`src/rtl/ovl_pager.sv`:
```
`timescale 1ns/1ps
module ovl_pager #(
  parameter logic [15:0] PORT_ADDR = 16'hFEE8,
  parameter logic [15:0] PORT_SEL  = 16'h0002,
  parameter logic [15:0] HOOK_ADDR = 16'h0064,
  parameter int          BANK_BITS = 13
) (
  input  logic        clk,
  input  logic        rst,
  input  logic [15:0] addr,
  input  logic        m1_n,
  input  logic        mreq_n,
  input  logic        iorq_n,
  input  logic        rd_n,
  input  logic        wr_n,
  input  logic        freeze_btn,
  output logic        rom_cs_n,
  output logic        ram_cs_n,
  output logic        host_mem_dis,
  output logic        nmi_req
);
  localparam int HI_W = 16 - BANK_BITS;
  localparam logic [15:0] PORT_CARE = ~PORT_SEL;

  logic en_q, armed_q, hidden_q, frz_q, nmi_q;

  wire mem_rd   = !mreq_n && !rd_n;
  wire mem_wr   = !mreq_n && !wr_n;
  wire io_wr    = !iorq_n && !wr_n && m1_n;
  wire port_hit = io_wr && ((addr & PORT_CARE) == (PORT_ADDR & PORT_CARE));
  wire port_off = |(addr & PORT_SEL);
  wire press    = freeze_btn && !frz_q && !hidden_q;
  wire fetch    = !m1_n && mem_rd;
  wire hook_hit = armed_q && fetch && (addr[15:1] == HOOK_ADDR[15:1]);

  wire [HI_W-1:0] bank = addr[15:BANK_BITS];
  wire in_rom  = (bank == HI_W'(0));
  wire in_ram  = (bank == HI_W'(1));
  wire in_low  = in_rom || in_ram;

  always_ff @(posedge clk) begin
    if (rst) begin
      en_q     <= 1'b0;
      armed_q  <= 1'b0;
      hidden_q <= 1'b0;
      frz_q    <= 1'b0;
      nmi_q    <= 1'b0;
    end else begin
      frz_q <= freeze_btn;
      nmi_q <= press;
      if (press) begin
        en_q    <= 1'b1;
        armed_q <= 1'b1;
      end else if (hook_hit) begin
        en_q     <= 1'b0;
        armed_q  <= 1'b0;
        hidden_q <= 1'b1;
      end else if (port_hit && !hidden_q) begin
        en_q <= !port_off;
      end
    end
  end

  assign rom_cs_n     = !(en_q && mem_rd && in_rom);
  assign ram_cs_n     = !(en_q && (mem_rd || mem_wr) && in_ram);
  assign host_mem_dis = en_q && !mreq_n && in_low;
  assign nmi_req      = nmi_q;

  AST_PORT_ENABLE: assert property (@(posedge clk) disable iff (rst)
    (port_hit && !hidden_q && !press && !hook_hit && !port_off) |=> en_q);
  AST_PORT_DISABLE: assert property (@(posedge clk) disable iff (rst)
    (port_hit && !hidden_q && !press && !hook_hit && port_off) |=> !en_q);
  AST_CS_EXCLUSIVE: assert property (@(posedge clk) disable iff (rst)
    !(!rom_cs_n && !ram_cs_n));
  AST_ROM_NO_WRITE: assert property (@(posedge clk) disable iff (rst)
    (rd_n && !rom_cs_n) |-> 1'b0);
  AST_HOST_OFF_ROM: assert property (@(posedge clk) disable iff (rst)
    (!rom_cs_n || !ram_cs_n) |-> host_mem_dis);
  AST_NMI_PULSE: assert property (@(posedge clk) disable iff (rst)
    nmi_req |=> !nmi_req);
  AST_NMI_PAGES_IN: assert property (@(posedge clk) disable iff (rst)
    nmi_req |-> (en_q && armed_q));
  AST_HOOK_HIDES: assert property (@(posedge clk) disable iff (rst)
    (hook_hit && !press) |=> (hidden_q && !en_q));
  AST_HIDDEN_STICKY: assert property (@(posedge clk) disable iff (rst)
    hidden_q |=> hidden_q);
  AST_HIDDEN_OFF: assert property (@(posedge clk) disable iff (rst)
    hidden_q |-> (rom_cs_n && ram_cs_n && !host_mem_dis));
  AST_HIDDEN_NO_NMI: assert property (@(posedge clk) disable iff (rst)
    hidden_q |=> !nmi_req);
endmodule

```
`config.mk`:
```
export PLATFORM = sky130hd
export DESIGN_NAME = ovl_pager
export DESIGN_NICKNAME = d
export VERILOG_FILES = /design/src/rtl/ovl_pager.sv
export SDC_FILE = /design/constraint.sdc
export NUM_CORES = 1
export LEC_CHECK = 0
export BUFFER_PORTS_ARGS = -buffer_cell sky130_fd_sc_hd__buf_4
export CAP_MARGIN = 30
export CORE_AREA = 5 5 42 44
export DETAILED_ROUTE_END_ITERATION = 6
export DIE_AREA = 0 0 47 49
export PLACE_DENSITY_LB_ADDON = 0.15
export SYNTH_ARGS = -nofsm -noshare
export SYNTH_HDL_FRONTEND = slang
export SYNTH_SLANG_ARGS = --single-unit
```
`constraint.sdc`:
```
create_clock -name clk -period 1.1 [get_ports clk]
set_input_delay 0.22 -clock clk [delete_from_list [all_inputs] [get_ports clk]]
set_output_delay 0.22 -clock clk [all_outputs]
set_load 0.01 [all_outputs]
```
Word level (Yosys, flattened, before mapping)
Cells that the tools add are included.

storage, ports and cells
  logic and storage cells = 47
  bits of input ports = 24
  register bits = 5
  output and inout port bits = 4

cells by class
  multiplexer cells = 5
  bitwise gates (word level) = 1
  reduce and logical (&&, ||, !) cells = 33
  eq/ne operators = 3

operators with widths
  kind                                                               number
  1-bit logical AND                                                  17
  15-bit == test (second input constant)                             1
  15-bit by 6-bit == test with 1-bit output (second input constant)  1
  1-bit zero test                                                    10
  1-bit two-way mux                                                  5
  3-bit by 1-bit == test with 1-bit output (second input constant)   1
  3-bit zero test                                                    1
  3-bit nonzero test                                                 1
  1-bit logical OR                                                   2
  2-bit AND reduction                                                1
  2-bit nonzero test                                                 1
  1-bit NOT                                                          1

Depth between registers and ports, before layout
Gate-level depths: netlist of run 1.

  word-level depth = 8
  depth in mapped cells = 4

Worst setup path after synthesis of run 1
OpenSTA, ideal clock, no wires.

  path type = reg2reg
  start point = register hidden_q
  end point = register en_q
  setup time = 96 ps
  slack = 65 ps
  cell stages (with the launch flop) = 5
  required time = 1004 ps
  arrival = 939 ps
  cells stage by stage = dfxtp_1 nand4b_1 nor2_1 a31oi_1 o41ai_2

between the ends
  word-level cells in the longest chain between the ends = 3
  elaborated cells between the ends (all ways) = 5
  classes of those cells = mux (1); reduce/logical (4)

RTL lines
  element                                                                   line    source
  from (decl)                                                               25      logic en_q, armed_q, hidden_q, frz_q, nmi_q;
  from (signal assigned)                                                    45      hidden_q <= 1'b0;
  from (signal assigned)                                                    57      hidden_q <= 1'b1;
  1-bit zero test *                                                         32, 58
  1-bit logical AND (on tied branches)                                      32, 58
  3-bit nonzero test (no source line) or 1-bit two-way mux (tied branches)  n/a
  to (signal assigned)                                                      59      en_q <= !port_off;
  to (decl)                                                                 25

Mark *: on every way between the ends. The rest lies on a longest branch, timed or not.
A chain may end at the register's enable or synchronous reset.

Worst setup path in the final report of run 1
  start point = register en_q
  end point = output port ram_cs_n

between the ends
  word-level cells in the longest chain between the ends = 3

RTL lines
  element                         line  source
  1-bit logical AND (2 in a row)  65    assign ram_cs_n = !(en_q && (mem_rd || mem_wr) && in_ram);
  1-bit zero test                 65
  to (decl)                       18    output logic ram_cs_n,

No other way between the ends.

==> metrics.md, run 1 <==
| Metric | Value |
|---|---|
| Simple-gate portion of the synthesized area | `52.28%` |
| Post-Synthesis Cell Area | `between 300 and 400 sq um` |
| Measured slew at the worst slew-check pin | `0.2719 ns` |
| Post-synthesis share of cell area spent on xor and xnor gates | `0%` |
| Count of pins on the block boundary | `28` |
| Setup repair after global routing missed its margin | `yes` |
| Clock latency on the worst-skew pair | `around 0.24 ns` |
| Maximum number of pins on one net before global-route repair | `6` |
| Number of fillers in the final layout | `166` |
| Async S/R FF share, synth | `0%` |
| DRC violation count after routing | `0` |
| Worst-path clk slew | `0.04 ns` |
| CTS sink cnt | `5` |
| Critical path start-end classification | `reg2out` |
| Worst Path Required | `0.88 ns` |
| Fin. Hold Viols | `0` |
| Die span in y | `approximately 49 um` |
| Root buffer cell | `sky130_fd_sc_hd__clkbuf_4` |
| Startpoint of the most critical setup path | `en_q$_SDFFE_PP0P_` |
| Switching power share of the total | `between 20% and 30%` |
| Total congestion overflow | `0` |
| Clock power share | `between 30% and 40%` |
| Detailed Route Iter0 Violations | `1` |
| Setup violators final | `1` |
| Largest area contributor in the synthesized netlist | `sky130_fd_sc_hd__dfxtp_1` |
| Number of unique standard cell types used by synthesis | `22` |
| Max-slew violation count | `0` |
| Detail-routed net length per standard cell | `11.58 um` |
| Share of final-layout standard cells stronger than drive strength 1 | `70.00%` |
| Dpl hpwl | `849.5 um` |
| Horiz. Die Dim | `47 um` |
| Overall via count from detail_route | `410` |
| DRT Pass-1 Iters | `4` |
| Commonest cells post-synth | `sky130_fd_sc_hd__dfxtp_1, sky130_fd_sc_hd__nor2_1, sky130_fd_sc_hd__nand3_1, sky130_fd_sc_hd__nand4b_1, sky130_fd_sc_hd__nand2_1` |
| Worst ir drop on vdd | `0.0006199 V` |
| Finished Core Util | `44.29%` |
| P_int | `0.4176 mW` |
| Post-synth EDFFs | `0` |
| Slowest stage cell, crit path | `sky130_fd_sc_hd__dfxtp_2` |
| Number of buffers inserted by port buffering | `27` |
| Antenna violations before repair | `0` |
| Reg-to-reg critical path startpoint | `hidden_q$_SDFFE_PP0P_` |
| Overall routing resource usage | `9.514%` |
| Critical path arrival | `roughly 0.92 ns` |
| CTS tree | `done` |
| Share of the yosys chip area belonging to registers | `~33%` |
| Starting density of the core | `a little over a fifth` |
| Gp weighted congestion | `0.6925` |
| Cts bufs inserted | `3` |
| Area of combinational cells with multiple inputs | `231.5 sq um` |
| Post-detailed-route via-to-cell ratio | `4.767` |
| Area contributors post-synth | `sky130_fd_sc_hd__dfxtp_1, sky130_fd_sc_hd__nand4b_1, sky130_fd_sc_hd__nor2_1` |
| Post-cts hold buffer count | `0` |
| Stage delay of the slowest cell on the critical path | `0.33 ns` |
| PwrDens | `871.2 nW/um^2` |
| Syn Inst Count | `35` |
| Floorplan die area | `2303 sq um` |
| Combinational share of power | `between 20% and 30%` |
| Total of flip-flops plus latches after synthesis | `5` |
| Worst-case headroom to the max-slew limit | `81.72%` |
| Area of the placeable core | `1401 sq um` |
| Share of Yosys cell area claimed by the top area cell type | `roughly 33%` |
| Violated checks | `setup timing` |
| N_diodes | `0` |
| Seq pwr share | `between 30% and 40%` |
| Area fraction in compound gates after synthesis | `13.28%` |
| Count of yosys warnings during synthesis | `0` |
| Mean instance size in the synthesized netlist | `8.615 sq um` |
| Wire length of the first global-routing pass | `1.607 mm` |
| Sequential cell area | `102.6 sq um` |
| Vias in the first global route | `410` |
| Worst hold path startpoint | `rst` |
| Leading register cell type out of synthesis | `sky130_fd_sc_hd__dfxtp_1` |
| Net switching power of the design | `roughly 0.12 mW` |
| Share of the clock period used by the worst path after layout | `103.9%` |
| Nets | `95` |
| Share of synthesized area spent on multiplexers | `0%` |
| Maximum achievable frequency | `0.8752 GHz` |
| Series of cell instances along the critical path | `nand2_2 > nor2_2 > nand3_1 > buf_4` |
| Count of standard-cell rows | `14` |
| Setup WS pre-CTS | `-0.1689 ns` |
| Post-route antenna net violation count | `0` |
| PnR Total Power | `0.5407 mW` |
| Fraction of the mapped netlist area in adder cells | `0%` |
| Final period demand of the worst path | `1.143 ns` |
| Dominant combinational cell family by area after synthesis | `simple AND/OR/NAND/NOR gates` |
| Net Count, Synth | `59` |
| Setup Skew | `0.005135 ns` |
| Status | `finished, violations left` |
| Setup tns final | `-0.04261 ns` |
| Maximum Capacitance Violations | `0` |
| Launching element type of the critical path | `register` |
| Crit end category | `output pin` |
| Buffers from clock root to sink, at most | `2` |
| Static leakage | `0.2674 nW` |
| Area overhead of the layout relative to synthesis | `105.8%` |
| Path type of the worst min-delay path | `in2reg` |
| Total number of H-tree levels | `1` |
| Minimum setup slack in the final design | `-0.04261 ns` |
| Aggregate routed wire length | `996 um` |
| Worst-path fanout max | `2` |
==> what timing repair did <==
item | 4_1_cts | 5_1_grt
gates resized for setup | 8 | 5
endpoints found under the setup margin | 3 | 6
pin swaps | 5 | 3
setup buffers | 1 | 0
==> final cells by class <==
cell class	count	share of cell area [%]
repair buffers	31	38.10
flip-flops and latches	5	16.53
well taps	16	3.226
inverters	1	0.6048
clock buffers	4	4.234
multi-input cells	29	37.30
==> layer usage <==
metal	share of wire (%)	GRT usage [%]
met2	46	14.93
met1	34	10.57
met5	0	0
met3	20	5.535
met4	0	2.765
==> cells in the final DEF (no fill, tap or decap), drive strengths merged <==
| cell type | n |
|---|---|
| clkbuf | 4 |
| nor4 | 2 |
| nand3 | 3 |
| nand4b | 3 |
| buf | 31 |
| nor3 | 1 |
| a31oi | 1 |
| a21oi | 1 |
| dfxtp | 5 |
| o41ai | 1 |
| nor2 | 5 |
| and4bb | 1 |
| or3b | 1 |
| o21a | 1 |
| inv | 1 |
| nand2 | 2 |
| and4 | 1 |
| nand4 | 1 |
| nor3b | 1 |
| nand2b | 1 |
| nor2b | 1 |
| nor4b | 1 |
| o21ai | 1 |
==> power by group through the flow <==
stage	Sequential, mW	Combinational (mW)	Clock [mW]
floorplan	0.200	0.0314	0
global placement	0.200	0.119	0
detailed placement	0.200	0.119	0
CTS	0.198	0.130	0.220
global route	0.199	0.149	0.243
finish	0.198	0.136	0.207
==> critical path, delay by kind of cell (launching register included) <==
kind / cells / cell delay, ns
buffers and inverters: 1 / 0.14
DFF: 1 / 0.33
and+or+nand+nor: 3 / 0.21
==> worst paths after layout <==
| kind | end | slack [ns] | cells past startpoint |
|---|---|---|---|
| setup / recovery | ram_cs_n | -0.04 | 4 |
| setup reg to reg | en_q$_SDFFE_PP0P_ | 0.01 | 4 |
| hold / removal | armed_q$_SDFFE_PP0P_ | 0.18 | 2 |
| hold reg to reg | armed_q$_SDFFE_PP0P_ | 0.51 | 2 |
==> cells by family after synthesis <==
group / after synthesis
compound gates: 5
buf+inv: 1
flops: 5
simple gates: 24
==> stage by stage <==
step | hold WS (ns) | std cells | area, sq um
after floorplan | 0.2891 | 35 | 301.5
after global placement | 0.4244 | 81 | 546.8
after detailed placement | 0.4296 | 81 | 546.8
after CTS | 0.1690 | 86 | 604.3
after global routing | 0.1607 | 86 | 620.6
final | 0.1776 | 86 | 620.6
==> state kept, by name, summed over array words and instances, names as in the netlist <==
| name | cells |
|---|---|
| armed_q | 1 |
| en_q | 1 |
| frz_q | 1 |
| hidden_q | 1 |
| nmi_req | 1 |
Note: power is estimated with default switching activity, not from simulation.
==> run 2, diff against run 1 <==
- clock period: 1.1 -> 1 ns (I/O delays scaled with it)
==> run 2 against run 1 <==
The run still ends with setup timing left; via count is 0.24% lower; hold slack worse by 0.015 ns; setup slack worse by 0.10 ns; critical path type unchanged; critical endpoint unchanged.
==> metrics.md, run 2 (synthesis results as in run 1) <==
| Metric | Value |
|---|---|
| Overall routing resource usage | `9.225%` |
| DRC violation count after routing | `0` |
| Maximum achievable frequency | `between 0.8 and 0.9 GHz` |
| Count of standard-cell rows | `14` |
| Non-filler cells in the finished layout | `88` |
| Worst Path Required | `0.80 ns` |
| Starting density of the core | `21.52%` |
| Floorplan die area | `2303 sq um` |
| Setup violators final | `6` |
| Count of pins on the block boundary | `28` |
| Post-route antenna net violation count | `0` |
| Setup repair after global routing missed its margin | `yes` |
| Standard cell area after detailed placement | `561.8 sq um` |
| Share of final-layout standard cells stronger than drive strength 1 | `69.44%` |
| Total number of H-tree levels | `1` |
| Max-slew violation count | `0` |
| Area of combinational cells with multiple inputs | `between 200 and 250 sq um` |
| CTS sink cnt | `5` |
| Setup tns final | `-0.4048 ns` |
| Aggregate routed wire length | `around 1.0 mm` |
| Worst-path fanout max | `2` |
| Share of the clock period used by the worst path after layout | `114.5%` |
| Number of buffers inserted by port buffering | `27` |
| DRT Pass-1 Iters | `4` |
| Crit end category | `output pin` |
| Finished Core Util | `46.70%` |
| Violated checks | `setup timing` |
| Area of the placeable core | `between 1000 and 1500 sq um` |
| Clock latency on the worst-skew pair | `0.23 ns` |
| Most common cell after layout, fill and taps aside | `sky130_fd_sc_hd__buf_4` |
| Root buffer cell | `sky130_fd_sc_hd__clkbuf_4` |
| Final period demand of the worst path | `around 1.1 ns` |
| Worst hold-check slack | `between 0.15 and 0.2 ns` |
| PwrDens | `roughly 920 nW/um^2` |
| Maximum Capacitance Violations | `0` |
| Launching element type of the critical path | `register` |
| Overall via count from detail_route | `409` |
| Horiz. Die Dim | `~47 um` |
| Met3 capacity usage during global routing | `2.583%` |
| Maximum number of pins on one net before global-route repair | `6` |
| Cts bufs inserted | `3` |
| Post-cts hold buffer count | `0` |
| Antenna violations before repair | `0` |
| Met1 demand-to-capacity share in global routing | `10.55%` |
| Setup Skew | `0.001391 ns` |
| Final instance area | `654.4 sq um` |
| Status | `finished, violations left` |
| Die span in y | `49 um` |
| CTS tree | `done` |
| Sequential cell area | `102.6 sq um` |
| Buffers from clock root to sink, at most | `2` |
| Path type of the worst min-delay path | `in2reg` |
| Busiest grt layer | `met2` |
| Met2 GRT Util | `between 15 and 20%` |
| Wire length of the first global-routing pass | `1.669 mm` |
| Commonest non-fill, non-tap cells in the layout | `sky130_fd_sc_hd__buf_4, sky130_fd_sc_hd__buf_6` |
| Area overhead of the layout relative to synthesis | `117.0%` |
| Static leakage | `0.2840 nW` |
| Worst ir drop on vdd | `0.0008580 V` |
| Total congestion overflow | `0` |
| Worst-case headroom to the max-slew limit | `79.37%` |
| Number of fillers in the final layout | `between 150 and 200` |
| Measured slew at the worst slew-check pin | `0.3068 ns` |
| Detailed Route Iter0 Violations | `3` |
| Critical path arrival | `0.95 ns` |
| Fin. Hold Viols | `0` |
| PnR Total Power | `about 0.6 mW` |
| Minimum setup slack in the final design | `-0.1451 ns` |
| Critical path start-end classification | `reg2out` |
| Post-detailed-route via-to-cell ratio | `~4.6` |
| Setup WS pre-CTS | `-0.2129 ns` |
| Detail-routed net length per standard cell | `11.83 um` |
| Dpl hpwl | `899.6 um` |
| Vias in the first global route | `454` |
| Worst-path clk slew | `0.04 ns` |
| Nets | `97` |
| N_diodes | `0` |
| Dpl cells | `83` |
| Gp weighted congestion | `0.6851` |
[run 2: cell types whose count changed in the layout (fill, tap and decap cells not counted)]
cell | before | now
sky130_fd_sc_hd__nor3b_1 | 1 | 0
sky130_fd_sc_hd__nor2_1 | 2 | 3
sky130_fd_sc_hd__buf_4 | 30 | 29
sky130_fd_sc_hd__nor3b_4 | 0 | 1
sky130_fd_sc_hd__nor2_4 | 0 | 1
sky130_fd_sc_hd__nor4_1 | 0 | 1
sky130_fd_sc_hd__buf_6 | 1 | 4
sky130_fd_sc_hd__nor2_2 | 3 | 1
sky130_fd_sc_hd__nor4_2 | 2 | 1
[run 2: final timing paths]
check	cells past startpoint	endpoint	from	slack, ns
min	2	armed_q$_SDFFE_PP0P_	rst	0.16
min reg2reg	2	armed_q$_SDFFE_PP0P_	armed_q$_SDFFE_PP0P_	0.50
max reg2reg	4	armed_q$_SDFFE_PP0P_	hidden_q$_SDFFE_PP0P_	-0.09
max	4	ram_cs_n	en_q$_SDFFE_PP0P_	-0.15
[run 2: layout make-up]
class / instances / area share [%]
Multi-Input combinational cell: 29 / 36.52
Sequential cell: 5 / 15.68
Tap cell: 16 / 3.059
Timing Repair Buffer: 33 / 40.15
Inverter: 1 / 0.5736
Clock buffer: 4 / 4.015
[run 2: what timing repair did]
item / in CTS / in global routing
gates resized for setup: 10 / 7
setup buffers: 0 / 1
endpoints found under the hold margin: 0 / 0
setup endpoints to repair: 6 / 6
pin swaps: 5 / 5
[run 2: where the power goes]
part	internal [mW]	switching [mW]
Combinational	0.104	0.0540
Sequential	0.212	0.00703
Clock	0.150	0.0753
[run 2: worst max-delay path, cell delays in order (launching register included)]
cell and delay [ns]:
sky130_fd_sc_hd__dfxtp_2 0.33, sky130_fd_sc_hd__nand2_2 0.06, sky130_fd_sc_hd__nor2_4 0.10, sky130_fd_sc_hd__nand3_1 0.08
sky130_fd_sc_hd__buf_4 0.14
[run 2: metal layers]
layer	wire, um	share of wire, %
met1	393	38
met2	500	48
met3	147	14
met4	0	0
met5	0	0
==> run 3, diff against run 2 <==
- CORE_AREA: 5 5 42 44 -> 4 4 41 43
- DIE_AREA: 0 0 47 49 -> 0 0 45 47
- SKIP_LAST_GASP: unset -> 1
- clock period: 1 -> 1.1 ns (I/O delays scaled with it)
==> run 3 against run 2 <==
The run still ends with setup timing left; flip-flop and latch count unchanged; cell area fell by 5.9%; total power fell by 10%; die area shrank 8.2%; register-to-register slack improved by 0.10 ns; critical path depth unchanged; via count is 0.98% lower; sequential power decreased by 9.1%; global-route usage is 1.6 points higher; first-iteration DRC count is 33% lower; highest routed layer unchanged.
==> metrics.md, run 3 (synthesis results as in run 1) <==
| Metric | Value |
|---|---|
| Status | `finished, violations left` |
| Violated checks | `setup timing` |
| Critical path start-end classification | `reg2out` |
| Post-CTS setup repair buffer count | `0` |
| Worst-path fanout max | `3` |
| Most common cell after layout, fill and taps aside | `sky130_fd_sc_hd__buf_4` |
| N_diodes | `0` |
| Maximum number of pins on one net before global-route repair | `6` |
| PwrDens | `881.8 nW/um^2` |
| Series of cell instances along the critical path | `nand2_2 > nor2_4 > nand3_2 > buf_6` |
| Final instance area | `615.6 sq um` |
| Area overhead of the layout relative to synthesis | `104.1%` |
| Number of cells on the worst hold path | `2` |
| Launching element type of the critical path | `register` |
| Share of final-layout standard cells stronger than drive strength 1 | `68.12%` |
| Startpoint of the most critical setup path | `en_q$_SDFFE_PP0P_` |
| Dpl cells | `80` |
| Fin. Hold Viols | `0` |
| Count of pins on the block boundary | `28` |
| Final period demand of the worst path | `about 1.2 ns` |
| Static leakage | `0.2634 nW` |
| Gp weighted congestion | `0.6540` |
| Worst hold-check slack | `0.1772 ns` |
| Total congestion overflow | `0` |
| Post-route antenna net violation count | `0` |
| Setup WS pre-CTS | `-0.1187 ns` |
| Detailed Route Iter0 Violations | `2` |
| Worst-path clk slew | `0.04 ns` |
| Overall routing resource usage | `10.82%` |
| Clock latency on the worst-skew pair | `0.24 ns` |
| Commonest non-fill, non-tap cells in the layout | `sky130_fd_sc_hd__buf_4, sky130_fd_sc_hd__nand4b_1, sky130_fd_sc_hd__dfxtp_1, sky130_fd_sc_hd__clkbuf_4` |
| Detail-routed net length per standard cell | `11.83 um` |
| Non-filler cells in the finished layout | `84` |
| Worst hold path startpoint | `rst` |
| Path type of the worst min-delay path | `in2reg` |
| Worst-case headroom to the max-slew limit | `80.50%` |
| CTS tree | `done` |
| Number of fillers in the final layout | `140` |
| Switching power share of the total | `23.58%` |
| Buf/Inv on CP | `1` |
| Cts bufs inserted | `3` |
| Count of standard-cell rows | `13` |
| Die span in y | `47 um` |
| Finished Core Util | `47.31%` |
| Horiz. Die Dim | `45 um` |
| Floorplan die area | `2115 sq um` |
| Vias in the first global route | `447` |
| Number of buffers inserted by port buffering | `27` |
| Setup repair after global routing missed its margin | `yes` |
| DRC violation count after routing | `0` |
| Setup Skew | `0.001357 ns` |
| Measured slew at the worst slew-check pin | `0.2898 ns` |
| Buffers from clock root to sink, at most | `2` |
| Overall via count from detail_route | `slightly above 400` |
| Maximum Capacitance Violations | `0` |
| Max-slew violation count | `0` |
| Crit end category | `output pin` |
| Dpl hpwl | `between 800 and 900 um` |
| Slowest stage cell, crit path | `sky130_fd_sc_hd__dfxtp_2` |
| Aggregate routed wire length | `~1000 um` |
| Reg2Reg Capture Point | `en_q$_SDFFE_PP0P_` |
| Minimum setup slack in the final design | `-0.05340 ns` |
| Number of cells on the worst reg-to-reg path | `4` |
| Root buffer cell | `sky130_fd_sc_hd__clkbuf_4` |
| Standard cell area after detailed placement | `545.5 sq um` |
| P_int | `0.4148 mW` |
| Area of the placeable core | `1301 sq um` |
| Critical path arrival | `0.93 ns` |
| Starting density of the core | `about 23%` |
| Nets | `94` |
| Register-to-register setup slack | `0.01 ns` |
| Clock power share | `38.9%` |
| DRT Pass-1 Iters | `3` |
| CTS sink cnt | `5` |
| Post-cts hold buffer count | `0` |
| Post-detailed-route via-to-cell ratio | `4.821` |
| Total number of H-tree levels | `1` |
| Net switching power of the design | `0.1280 mW` |
| Terminating pin of the worst hold path | `armed_q$_SDFFE_PP0P_` |
| Antenna violations before repair | `0` |
| Wire length of the first global-routing pass | `1.662 mm` |
| Cell family with most CP delay | `flip-flops` |
| Seq pwr share | `between 30% and 40%` |
| Worst ir drop on vdd | `0.0006251 V` |
| Setup violators final | `1` |
| Reg-to-reg critical path startpoint | `hidden_q$_SDFFE_PP0P_` |
| Worst Path Required | `0.88 ns` |
| Share of the clock period used by the worst path after layout | `104.9%` |
| Stage delay of the slowest cell on the critical path | `around 0.33 ns` |
| Combinational share of power | `24.5%` |
| Maximum achievable frequency | `approximately 0.87 GHz` |
## run 3: power groups by stage
stage               clock network [mW]  logic [mW]  registers [mW]
floorplan                            0      0.0314           0.200
global placement                     0       0.118           0.200
detailed placement                   0       0.119           0.200
CTS                              0.224       0.124           0.198
global route                     0.238       0.146           0.200
finish                           0.211       0.133           0.199
## run 3: area by class of cell
type / instances / area (sq um) / share of cell area [%]
clock buffer: 4 / 26.28 / 4.268
inverter: 1 / 3.754 / 0.6098
multi-input combinational: 29 / 235.2 / 38.21
sequential: 5 / 102.6 / 16.67
tap: 15 / 18.77 / 3.049
timing repair buffer: 30 / 229.0 / 37.20
## run 3: worst max-delay path by stage
stage,endpoint,slack [ns],cells after the start
floorplan,en_q$_SDFFE_PP0P_,0.07,4
global placement,en_q$_SDFFE_PP0P_,-0.11,5
detailed placement,en_q$_SDFFE_PP0P_,-0.12,5
CTS,ram_cs_n,-0.09,4
global route,ram_cs_n,-0.14,4
finish,ram_cs_n,-0.05,4
## run 3: what timing repair did
| action | in CTS | in global routing |
|---|---|---|
| setup endpoints to repair | 4 | 4 |
| gates resized for setup | 5 | 8 |
| pin swaps | 4 | 3 |
## run 3: worst reg2reg max path, stage by stage (launching register included)
cell and delay (ns):
sky130_fd_sc_hd__dfxtp_2 0.32, sky130_fd_sc_hd__nand4b_1 0.12, sky130_fd_sc_hd__nor2_2 0.05, sky130_fd_sc_hd__and4_2 0.22
sky130_fd_sc_hd__o41ai_2 0.29
## run 3: stage by stage
| step | setup TNS, ns | total power, mW |
|---|---|---|
| floorplan | 0 | 0.2319 |
| global placement | -0.3587 | 0.3185 |
| detailed placement | -0.3601 | 0.3199 |
| CTS | -0.1055 | 0.5465 |
| global route | -0.2319 | 0.5838 |
| finish | -0.05340 | 0.5428 |
## run 3: metal layers
| layer | global-route usage (%) | vias to the layer above | routed length [um] |
|---|---|---|---|
| li1 | - | 204 | - |
| met1 | 10.68 | 177 | 357 |
| met2 | 18.93 | 24 | 468 |
| met3 | 4.215 | 0 | 169 |
| met4 | 7.018 | 0 | 0 |
| met5 | 0 | - | 0 |
